<file path="src/rtl/pwm_slot_gen.sv">
module pwm_slot_gen #(
  parameter int DIV    = 390,
  parameter bit INVERT = 1'b0
) (
  input  logic       clk,
  input  logic       rst_n,
  input  logic       duty_we,
  input  logic [7:0] duty_wdata,
  output logic       pwm_out,
  output logic       period_strobe
);
  localparam int DW = (DIV > 1) ? $clog2(DIV) : 1;

  logic [DW-1:0] div_q;
  logic          tick;
  logic [7:0]    slot_q;
  logic [7:0]    duty_pend;
  logic [7:0]    duty_act;
  logic [7:0]    duty_eff;
  logic          buf_q;
  logic          out_q;
  logic          strobe_q;

  assign tick     = (div_q == DW'(DIV - 1));
  assign duty_eff = (slot_q == 8'd0) ? duty_pend : duty_act;

  always_ff @(posedge clk or negedge rst_n) begin
    if (!rst_n) div_q <= '0;
    else if (tick) div_q <= '0;
    else div_q <= div_q + DW'(1);
  end

  always_ff @(posedge clk or negedge rst_n) begin
    if (!rst_n) duty_pend <= 8'd0;
    else if (duty_we) duty_pend <= duty_wdata;
  end

  always_ff @(posedge clk or negedge rst_n) begin
    if (!rst_n) begin
      slot_q   <= 8'd0;
      duty_act <= 8'd0;
      buf_q    <= 1'b0;
      out_q    <= 1'b0;
      strobe_q <= 1'b0;
    end else begin
      strobe_q <= tick && (slot_q == 8'd0);
      if (tick) begin
        out_q  <= buf_q;
        slot_q <= slot_q + 8'd1;
        if (slot_q == 8'd0) duty_act <= duty_pend;
        if (slot_q == 8'hFF) buf_q <= 1'b0;
        else if (slot_q == duty_eff) buf_q <= 1'b1;
      end
    end
  end

  assign pwm_out       = out_q ^ INVERT;
  assign period_strobe = strobe_q;
endmodule

</file>
<file path="config.mk">
export PLATFORM = sky130hd
export DESIGN_NAME = pwm_slot_gen
export DESIGN_NICKNAME = d
export VERILOG_FILES = /design/src/rtl/pwm_slot_gen.sv
export SDC_FILE = /design/constraint.sdc
export NUM_CORES = 1
export LEC_CHECK = 0
export BUFFER_PORTS_ARGS = -buffer_cell sky130_fd_sc_hd__buf_2
export CORE_ASPECT_RATIO = 1.5
export CORE_MARGIN = 4
export CORE_UTILIZATION = 45
export DETAILED_ROUTE_END_ITERATION = 8
export HOLD_SLACK_MARGIN = 0.15
export PLACE_DENSITY = 0.73
export SLEW_MARGIN = 20
export SYNTH_ARGS = -nofsm -noshare
export SYNTH_HDL_FRONTEND = slang
export SYNTH_SLANG_ARGS = --single-unit
</file>
<file path="constraint.sdc">
create_clock -name clk -period 3.7 [get_ports clk]
set_input_delay 0.185 -clock clk [delete_from_list [all_inputs] [get_ports clk]]
set_output_delay 0.185 -clock clk [all_outputs]
set_load 0.005 [all_outputs]
</file>
## Word level (Yosys, flattened, before mapping)

Cells that the tools add are included.

- Add/sub/neg operators: 2
- Equal/unequal tests: 3
- Mux-type cells: 4
- Reductions and logical operators: 4

Operator list:

| cell | count |
|---|---|
| adder 9 x 1 -> 9 bit, second input constant | 1 |
| == test 9 bit, second input constant | 1 |
| two-way mux 9 bit | 1 |
| adder 8 x 1 -> 8 bit, second input constant | 1 |
| == test 8 bit | 1 |
| == test 8 bit, second input constant | 1 |
| zero test 8 bit | 1 |
| two-way mux 8 bit | 1 |
| two-way mux 1 bit | 2 |
| AND reduction 2 bit | 1 |
| nonzero test 2 bit | 1 |
| logical AND 1 bit | 1 |

- Bits in registers: 36
- Bits of input ports: 11
- Output and inout port bits: 2

## Longest topological paths before layout

Gate-level depths: netlist of run 1.

- Depth after elaboration: 5
- Gate-level depth with buffers: 8

## Least setup slack after synthesis of run 1

No wires, ideal clock.

- Path type: register to register
- Start: register div_q[4]
- End: register duty_act[0]
- Data arrival time: 1.625 ns
- Path slack: 1.950 ns
- Stages on the path, launching flop included: 6
- Buffers on the path: 0
- Cell sequence: dfrtp_1 -> nor4b_2 -> nand4b_1 -> or2_4 -> nor2_8 -> mux2_2

- Longest elaborated chain between the ends: 1

RTL lines:

| element | line | source |
|---|---|---|
| start: declaration | 14 | `logic [DW-1:0] div_q;` |
| start signal: assignment | 30 | `else div_q <= div_q + DW'(1);` |
| == test 9 bit | 24 | `assign tick = (div_q == DW'(DIV - 1));` |
| end signal: assignment | 50 | `if (slot_q == 8'd0) duty_act <= duty_pend;` |
| end: declaration | 18 | `logic [7:0] duty_act;` |

Every way passes these cells.
A chain may end at the register's enable or synchronous reset.

## Final worst setup path of run 1

- Start: register div_q[4]
- End: register buf_q

- Longest elaborated chain between the ends: 2

RTL lines:

| element | line | source |
|---|---|---|
| == test 9 bit | 24 |  |
| AND reduction 2 bit (no source line) | - |  |
| end signal: assignment | 42 | `buf_q <= 1'b0;` |
| end signal: assignment | 51 | `if (slot_q == 8'hFF) buf_q <= 1'b0;` |
| end signal: assignment | 52 | `else if (slot_q == duty_eff) buf_q <= 1'b1;` |
| end: declaration | 20 | `logic buf_q;` |

Every way passes these cells.

==> flow_metrics.py, run 1 <==
metrics = {
    "floorplanning": {
        "io_pins": 13,
        "fp.dieH_um": 83.3,
        "core.rowCount": 27,
        "dieArea_sq_um": 4850,
        "fp.dieW_um": 58.2,
        "initial_core_util": 0.467,
        "core_area_sq_um": 3650,
    },
    "global_route": {
        "grt_pass1_vias": 1088,
        "antenna_found_initial": 0,
        "grt_max_degree": 37,
        "grt_pass1_wl_um": 5060,
        "grt-ovfl-total": 0,
        "grt_usage": 0.139,
    },
    "timing": {
        "rsz0062_at_grt": "false",
        "worstMarginPinSlew_ps": 762,
        "slew_headroom": 0.492,
        "setup_tns_ps": 0,
        "period_share": 0.617,
        "fin_crit_ps": 2280,
        "clock_skew_ps": 4.24,
        "finalSetupViolations": 0,
        "hold_viol": 0,
        "slew_violations": 0,
        "hold_ws_ps": 307,
        "max_freq_mhz": 438,
    },
    "cells_and_area": {
        "finalNetCount": 181,
        "fin_area_sq_um": 1960,
        "drive_gt1_frac": 0.244,
        "final_cells": 207,
        "area_delta_synth_final_pct": 15.4,
        "diodes": 0,
        "utilization": 0.538,
    },
    "clock_network": {
        "cts_buffers": 5,
        "clkTransAtPathRegs_ps": 60,
        "insertion_delay_ps": 280,
        "hold_buffers": 8,
        "clkSinkCount": 36,
        "htreeDepth": 2,
        "root_buffer": "clkbuf_8",
        "ctsLongestPathBuffers": 2,
        "post_cts_buffers": 0,
        "ctsResizeCount": 0,
        "cts_tree": "built",
    },
    "route": {
        "first_iter_violations": 18,
        "drt_wl_total_um": 2960,
        "detail_route.first_pass.iterations": 5,
        "via_count": 1111,
        "vias_per_cell": 5.37,
        "wl_per_cell_um": 14.3,
        "ant_nets": 0,
        "drcViolationCount": 0,
    },
    "placed_design": {
        "io_buffers": 12,
        "finalWeightedCongestion": 0.865,
        "dp.cells": 193,
        "dpl.hpwl_um": 2210,
        "placed_cell_area_sq_um": 1810,
    },
    "run_status": {
        "status": "complete, no violations",
    },
    "critical_path": {
        "crit_type": "flip-flop to flip-flop",
        "crit_arrival_ps": 2440,
        "required_ps": 3850,
        "start_kind": "flip-flop",
        "path_max_fanout": 11,
        "cp-end-kind": "flip-flop",
    },
    "yosys": {
        "yosys_warnings": 0,
        "ys_seq_area_frac": 0.529,
        "syn_area_per_cell_sq_um": 12.2,
        "synth_cells": 140,
        "yosys_register_bits": 36,
        "synth.cell_area_sq_um": 1700,
        "ys_types": 30,
        "syn_nets": 155,
    },
    "pwr": {
        "power_density_nw_per_um2": 350,
        "p_leak_nw": 0.884,
        "max-vdd-ir-drop_v": 0.000321,
    },
    "run": {
        "drv_cap": 0,
    },
    "min_path": {
        "hold_class": "input port to flip-flop",
    },
}
layout make-up:
cell class,count,area [sq um]
Clock buffer,5,68.8
Fill cell,321,1680
Inverter,11,41.3
Multi-Input combinational cell,91,749
Sequential cell,36,901
Tap cell,43,53.8
Timing Repair Buffer,21,150
cells by family after synthesis:
kind of cell | share of synthesized area
and+or+nand+nor | 0.144
DFF | 0.529
muxes | 0.136
xor gates and xnor gates | 0.0772
AOI/OAI and AO/OA | 0.0536
buffers and inverters | 0.0309
adders and majority gates | 0.0294
report_power, final:
part	internal, mW	switching, mW	leakage [nW]
Sequential	0.403	0.00674	0.470
Combinational	0.0209	0.0158	0.377
Clock	0.121	0.120	0.0359
final timing paths:
kind	slack (ps)	cells past startpoint	start	end
setup / recovery	1420	6	div_q[4]$_DFF_PN0_	buf_q$_DFFE_PN0P_
hold / removal	310	2	duty_we	duty_pend[7]$_DFFE_PN0P_
min in group asynchronous	520	2	rst_n	duty_pend[7]$_DFFE_PN0P_
hold reg to reg	500	1	div_q[8]$_DFF_PN0_	div_q[8]$_DFF_PN0_
setup reg to reg	1420	6	div_q[4]$_DFF_PN0_	buf_q$_DFFE_PN0P_
max in group asynchronous	2700	2	rst_n	duty_pend[0]$_DFFE_PN0P_
metrics by stage:
stage	worst slack [ps]	power [mW]
3_3_place_gp	1590	0.445
4_1_cts	1440	0.694
2_1_floorplan	1950	0.430
5_1_grt	1280	0.721
6_report	1420	0.688
3_5_place_dp	1450	0.447
Yosys cell counts:
cell,count,area [sq um]
nor2_8,1,20.0
clkbuf_1,1,3.75
mux2i_1,4,40.0
nor4_4,1,21.3
a211o_1,1,8.76
o211ai_1,3,22.5
and2_1,2,12.5
o21ai_0,3,15.0
a221oi_1,2,17.5
nor3_2,1,10.0
nand4_2,1,12.5
buf_4,1,7.51
and4_1,1,8.76
nand4b_1,1,8.76
nand2_1,4,15.0
or2_4,1,8.76
nor2_1,11,41.3
xor2_1,6,52.6
inv_1,11,41.3
nand3_1,6,30.0
nor2b_1,3,18.8
a32oi_1,1,8.76
xnor2_1,9,78.8
o22ai_1,3,18.8
dfrtp_1,36,901
nor4b_2,1,15.0
ha_1,4,50.1
nand4_1,2,12.5
nor3_1,2,10.0
mux2_2,17,191
critical path: stages (launching register included):
cell,delay (ps)
dfrtp_1,440
nor4b_2,280
nand4b_1,170
nor2_1,560
nand4_1,230
nor3_1,330
a32oi_1,150
cells in the final DEF (no fill, tap or decap):
master / count
nor4_4: 1
a211o_1: 1
nor2_1: 11
and2_1: 2
ha_1: 4
buf_2: 12
nand4_1: 2
nor3_2: 1
xnor2_1: 9
nand4b_1: 1
mux2_2: 17
o211ai_1: 3
or2_4: 1
mux2i_1: 4
a32oi_1: 1
dlygate4sd3_1: 9
dfrtp_1: 36
a221oi_1: 2
clkbuf_8: 5
nand4_2: 1
nor3_1: 2
nor2_8: 1
inv_1: 11
xor2_1: 6
and4_1: 1
nor2b_1: 3
nand2_1: 4
o22ai_1: 3
o21ai_0: 3
nand3_1: 6
nor4b_2: 1
layer usage:
metal / part of all wire / global-route usage / vias up / wire length (um)
li1: - / - / 537 / -
met1: 0.41 / 0.162 / 546 / 1200
met2: 0.54 / 0.227 / 19 / 1590
met3: 0.028 / 0.0420 / 9 / 83
met4: 0.029 / 0.0633 / 0 / 87
met5: 0 / 0 / - / 0
flip-flops by register name, indices dropped and copies added, names as in the netlist:
signal,flops
buf_q,1
pwm_out,1
slot_q,8
duty_pend,8
duty_act,8
div_q,9
period_strobe,1
No activity file was read; power rests on OpenSTA's default activity.
==> run 2: changes to the inputs <==
Clock period 3.7 ns to 2.4 ns, I/O delays scaled along.
==> flow_metrics.py, run 2 (synthesis results as in run 1) <==
metrics = {
    "run_status": {
        "status": "complete, no violations",
    },
    "global_route": {
        "grt_max_degree": 37,
        "grt_pass1_vias": 1217,
        "grt_pass1_wl_um": 5530,
        "grt-ovfl-total": 0,
        "antenna_found_initial": 0,
        "grt_usage": 0.149,
    },
    "pwr": {
        "p_leak_nw": 0.899,
        "total_power_mw": 1.11,
        "power_density_nw_per_um2": 559,
        "max-vdd-ir-drop_v": 0.000569,
    },
    "clock_network": {
        "ctsLongestPathBuffers": 2,
        "clkSinkCount": 36,
        "hold_buffers": 9,
        "htreeDepth": 2,
        "root_buffer": "clkbuf_8",
        "cts_tree": "built",
        "clkTransAtPathRegs_ps": 70,
        "ctsResizeCount": 0,
        "cts_buffers": 5,
        "insertion_delay_ps": 280,
        "post_cts_buffers": 0,
    },
    "min_path": {
        "hold_class": "input port to flip-flop",
    },
    "timing": {
        "max_freq_mhz": 522,
        "period_share": 0.798,
        "fin_crit_ps": 1920,
        "hold_ws_ps": 248,
        "slew_headroom": 0.489,
        "finalSetupViolations": 0,
        "rsz0062_at_grt": "false",
        "clock_skew_ps": 4.44,
        "worstMarginPinSlew_ps": 767,
        "hold_viol": 0,
        "slew_violations": 0,
        "setup_slack_ps": 484,
        "setup_tns_ps": 0,
    },
    "route": {
        "ant_nets": 0,
        "first_iter_violations": 25,
        "via_count": 1114,
        "detail_route.first_pass.iterations": 4,
        "wl_per_cell_um": 14.1,
        "drt_wl_total_um": 2970,
        "drcViolationCount": 0,
        "vias_per_cell": 5.28,
    },
    "critical_path": {
        "cp-end-kind": "flip-flop",
        "path_max_fanout": 9,
        "crit_arrival_ps": 2080,
        "start_kind": "flip-flop",
        "required_ps": 2560,
        "crit_type": "flip-flop to flip-flop",
    },
    "floorplanning": {
        "io_pins": 13,
        "core.rowCount": 27,
        "fp.dieW_um": 58.2,
        "fp.dieH_um": 83.3,
        "core_area_sq_um": 3650,
        "initial_core_util": 0.467,
        "dieArea_sq_um": 4850,
    },
    "cells_and_area": {
        "multi_input_area_sq_um": 749,
        "finalNetCount": 182,
        "utilization": 0.546,
        "area_delta_synth_final_pct": 17.0,
        "drive_gt1_frac": 0.250,
        "diodes": 0,
        "fillers": 310,
        "layout_common_cells": "36 x dfrtp_1, 17 x mux2_2, 12 x buf_2",
        "layout_commonest_cell": "dfrtp_1",
        "top_register": "div_q",
        "largest_reg_flops": 9,
        "regArea_sq_um": 901,
    },
    "run": {
        "drv_cap": 0,
    },
    "placed_design": {
        "dpl.hpwl_um": 2200,
        "dp_slack_ps": 489,
        "finalWeightedCongestion": 0.955,
        "io_buffers": 12,
    },
}
run 2: cell types whose count changed in the layout (fill, tap and decap cells not counted), sizes merged:
cell	before	now
clkbuf	5	8
buf	12	13
run 2: area by class of cell:
class | instances | area share
sequential | 36 | 0.452
multi-input combinational | 91 | 0.376
timing repair buffer | 22 | 0.0791
clock buffer | 8 | 0.0452
tap | 43 | 0.0270
inverter | 11 | 0.0207
run 2: final timing paths:
path	from	to	slack (ps)	cells past startpoint
setup / recovery	div_q[4]$_DFF_PN0_	duty_act[7]$_DFFE_PN0N_	480	5
hold / removal	duty_we	duty_pend[3]$_DFFE_PN0P_	250	2
setup reg to reg	div_q[4]$_DFF_PN0_	duty_act[7]$_DFFE_PN0N_	480	5
hold reg to reg	div_q[8]$_DFF_PN0_	div_q[8]$_DFF_PN0_	500	1
max in group asynchronous	rst_n	div_q[1]$_DFF_PN0_	1470	2
min in group asynchronous	rst_n	duty_pend[6]$_DFFE_PN0P_	440	2
run 2: critical path, stage by stage, from the launching register on:
cell	delay, ps
dfrtp_1	450
nor4b_2	290
nand4b_1	180
or2_4	320
nor2_8	200
mux2_2	360
run 2: where the power goes:
group          internal, mW  switching, mW
Combinational        0.0322         0.0250
Sequential            0.621         0.0114
Clock                 0.234          0.192
Total                 0.886          0.228
run 2: per-layer routing:
metal  share of wire  GRT usage  routed length, um  up-vias
li1                -          -                  -      537
met1            0.44      0.190               1310      558
met2            0.51      0.229               1520       13
met4           0.019     0.0612                 55        0
met5               0          0                  0        -
met3           0.030     0.0467                 90        6
run 2: stage by stage:
step | area, sq um | cells
detailed placement | 1810 | 194
global route | 1990 | 211
floorplan | 1700 | 140
finish | 1990 | 211
CTS | 1990 | 211
global placement | 1810 | 194
==> run 3: changes to the inputs <==
Settings changed: ABC_AREA set to 1, PLACE_DENSITY 0.73 to 0.75.
Clock period 2.4 ns to 1.7 ns, I/O delays scaled along.
==> flow_metrics.py, run 3 <==
metrics = {
    "critical_path": {
        "crit_arrival_ps": 1900,
        "path_cells": "inv_2 > ha_4 > nand2_1 > nor2_2 > nand2_4 > buf_4 > nand2_2 > nand2_1 > nand2_1 > nand2_1 > nor2_1 > nand2_1 > nor2_1 > nor2_1 > nor2_1",
        "start_kind": "flip-flop",
        "critical_path.most_common_cell": "nand2_1",
        "cp_num_buf_inv": 2,
        "crit_path_max_incr_delay_ps": 390,
        "required_ps": 1920,
        "crit_type": "flip-flop to flip-flop",
        "r2r_start": "slot_q[1]$_DFFE_PN0N_",
        "crit_family": "simple AND/OR/NAND/NOR gates",
        "rr_endpoint": "buf_q$_DFFE_PN0P_",
        "cp-end-kind": "flip-flop",
        "rrSetupSlack_ps": 30,
        "slowest_stage": "dfrtp_1",
        "path_max_fanout": 5,
        "rr_worst_depth": 15,
    },
    "placed_design": {
        "finalWeightedCongestion": 0.867,
        "io_buffers": 12,
        "placed_cell_area_sq_um": 2000,
        "dpl.hpwl_um": 2710,
    },
    "route": {
        "drt_wl_total_um": 4070,
        "first_iter_violations": 66,
        "top_layer": "met4",
        "wl_per_cell_um": 12.4,
        "via_count": 1606,
        "wl_met2_um": 2190,
        "vias_per_cell": 4.90,
        "drcViolationCount": 0,
        "ant_nets": 0,
        "wl_met1_um": 1640,
        "wl_met3_um": 151,
        "detail_route.first_pass.iterations": 4,
    },
    "timing": {
        "max_freq_mhz": 597,
        "finalSetupViolations": 0,
        "fin_crit_ps": 1670,
        "clock_skew_ps": 3.93,
        "rsz0062_at_grt": "true",
        "worstMarginPinSlew_ps": 774,
        "hold_viol": 0,
        "slew_headroom": 0.484,
        "slew_violations": 0,
        "period_share": 0.985,
    },
    "yosys": {
        "synth_top_area_frac": 0.491,
        "synth_common_cells": "58 x nand2_1, 36 x dfrtp_1, 31 x inv_1, 27 x nand3_1, 22 x nor2_1",
        "synth_cells": 234,
        "syn_nets": 249,
        "synth_most_common_cell": "nand2_1",
        "ys_top_cells_by_area": "dfrtp_1 49%, nand2_1 12%, nand3_1 7.4%, inv_1 6.3%, o21ai_0 5.7%",
        "synth-async-reset-ratio": 1.00,
        "synth_top_area_cell": "dfrtp_1",
        "synthFlopType": "dfrtp_1",
        "synth.cell_area_sq_um": 1830,
        "ys_seq_area_frac": 0.491,
        "ys_types": 21,
        "yosys_register_bits": 36,
        "syn_area_per_cell_sq_um": 7.84,
        "synth_edf_count": 0,
        "yosys_warnings": 0,
    },
    "cells_and_area": {
        "largest_reg_flops": 9,
        "utilization": 0.605,
        "finalNetCount": 297,
        "area_delta_synth_final_pct": 30.5,
        "diodes": 0,
        "fin_area_sq_um": 2390,
        "top_register": "div_q",
        "drive_gt1_frac": 0.247,
        "layout_common_cells": "54 x nand2_1, 35 x dfrtp_1, 28 x inv_1",
        "layout_commonest_cell": "nand2_1",
    },
    "floorplanning": {
        "dieArea_sq_um": 5180,
        "fp.dieW_um": 60.1,
        "fp.dieH_um": 86.2,
        "core.rowCount": 28,
        "initial_core_util": 0.463,
        "io_pins": 13,
        "core_area_sq_um": 3960,
    },
    "global_route": {
        "grt_usage": 0.172,
        "grt_pass1_wl_um": 6590,
        "antenna_found_initial": 0,
        "grt_max_degree": 37,
        "grt-ovfl-total": 0,
        "grt_pass1_vias": 1538,
    },
    "clock_network": {
        "cts_buffers": 5,
        "ctsLongestPathBuffers": 2,
        "insertion_delay_ps": 290,
        "clkSinkCount": 36,
        "cts_tree": "built",
        "clkTransAtPathRegs_ps": 70,
        "htreeDepth": 2,
        "root_buffer": "clkbuf_8",
    },
    "min_path": {
        "min_path_cells": 3,
        "hold_path.startpoint": "duty_we",
        "worst_hold_path.endpoint": "duty_pend[1]$_DFFE_PN0P_",
        "hold_class": "input port to flip-flop",
    },
    "pwr": {
        "power_density_nw_per_um2": 680,
        "max-vdd-ir-drop_v": 0.000669,
        "p_leak_nw": 1.20,
    },
    "run_status": {
        "status": "complete, no violations",
    },
    "run": {
        "drv_cap": 0,
    },
}
run 3: changes by cell type after synthesis, moves of 4 or more:
cell     change
mux2i_1      -4
nor2_1      +11
inv_2        +6
nand3_1     +21
mux2_2      -16
a21oi_1      +5
o21ai_0     +18
xnor2_1      -9
nand2_2      +4
nand2_1     +54
inv_1       +20
run 3: where the power goes:
part	leakage, nW	switching [mW]	internal [mW]	total [mW]
sequential	0.472	0.0110	0.874	0.885
combinational	0.674	0.0645	0.0606	0.125
clock	0.0510	0.296	0.323	0.619
run 3: metal layers:
layer  vias up  track usage
li1        829            -
met1       735        0.191
met2        33        0.291
met3         9       0.0447
met4         0       0.0927
met5         -            0
run 3: timing repair:
action                                  4_1_cts  5_1_grt
endpoints found under the setup margin        1        7
setup buffers                                 1        6
gates resized for setup                       1       31
endpoints found under the hold margin        44        0
hold buffers                                 15        0
gates cloned                                  0        1
pin swaps                                     0       16
run 3: worst max-delay path by stage:
stage,depth (start not counted),startpoint,endpoint,slack (ps)
3_5_place_dp,14,slot_q[0]$_DFFE_PN0N_,buf_q$_DFFE_PN0P_,-10
2_1_floorplan,15,slot_q[0]$_DFFE_PN0N_,buf_q$_DFFE_PN0P_,120
3_3_place_gp,14,slot_q[1]$_DFFE_PN0N_,buf_q$_DFFE_PN0P_,60
6_report,15,slot_q[1]$_DFFE_PN0N_,buf_q$_DFFE_PN0P_,30
4_1_cts,14,slot_q[0]$_DFFE_PN0N_,buf_q$_DFFE_PN0P_,4
5_1_grt,14,slot_q[1]$_DFFE_PN0N_,buf_q$_DFFE_PN0P_,-100
run 3: final cells by class:
cell class,instances,area [sq um]
Clock buffer,6,82.6
Multi-Input combinational cell,156,836
Sequential cell,36,902
Clock inverter,2,10.0
Timing Repair Buffer,46,368
Tap cell,45,56.3
Inverter,37,139
Fill cell,357,1570
run 3: kinds of logic (layout without fill, tap and decap cells):
| group | Yosys count | count (layout) | share of synthesized area |
|---|---|---|---|
| compound gates | 26 | 26 | 0.0709 |
| flops | 36 | 36 | 0.491 |
| mux | 1 | 1 | 0.00614 |
| buf+inv | 42 | 91 | 0.0948 |
| simple gates | 120 | 120 | 0.286 |
| xor+xnor | 5 | 5 | 0.0239 |
| fa+ha+maj | 4 | 4 | 0.0273 |
run 3: worst reg2reg max path, cell delays in order, from the launching register on:
cell	delay [ps]
dfrtp_1	390
inv_2	80
ha_4	150
nand2_1	60
nor2_2	130
nand2_4	90
buf_4	150
nand2_2	60
nand2_1	50
nand2_1	50
nand2_1	50
nor2_1	90
nand2_1	60
nor2_1	80
nor2_1	40
nor2_1	80
run 3: metrics by stage:
step | cells | setup WS, ps | hold WS (ps) | setup TNS [ps] | total power [mW]
3_5_place_dp | 297 | -11.0 | 216 | -11.0 | 0.996
4_1_cts | 321 | 4.05 | 152 | 0 | 1.64
2_1_floorplan | 234 | 117 | -211 | 0 | 0.955
6_report | 328 | 25.9 | 154 | 0 | 1.63
3_3_place_gp | 297 | 65.0 | 206 | 0 | 0.991
5_1_grt | 328 | -101 | 193 | -202 | 1.71
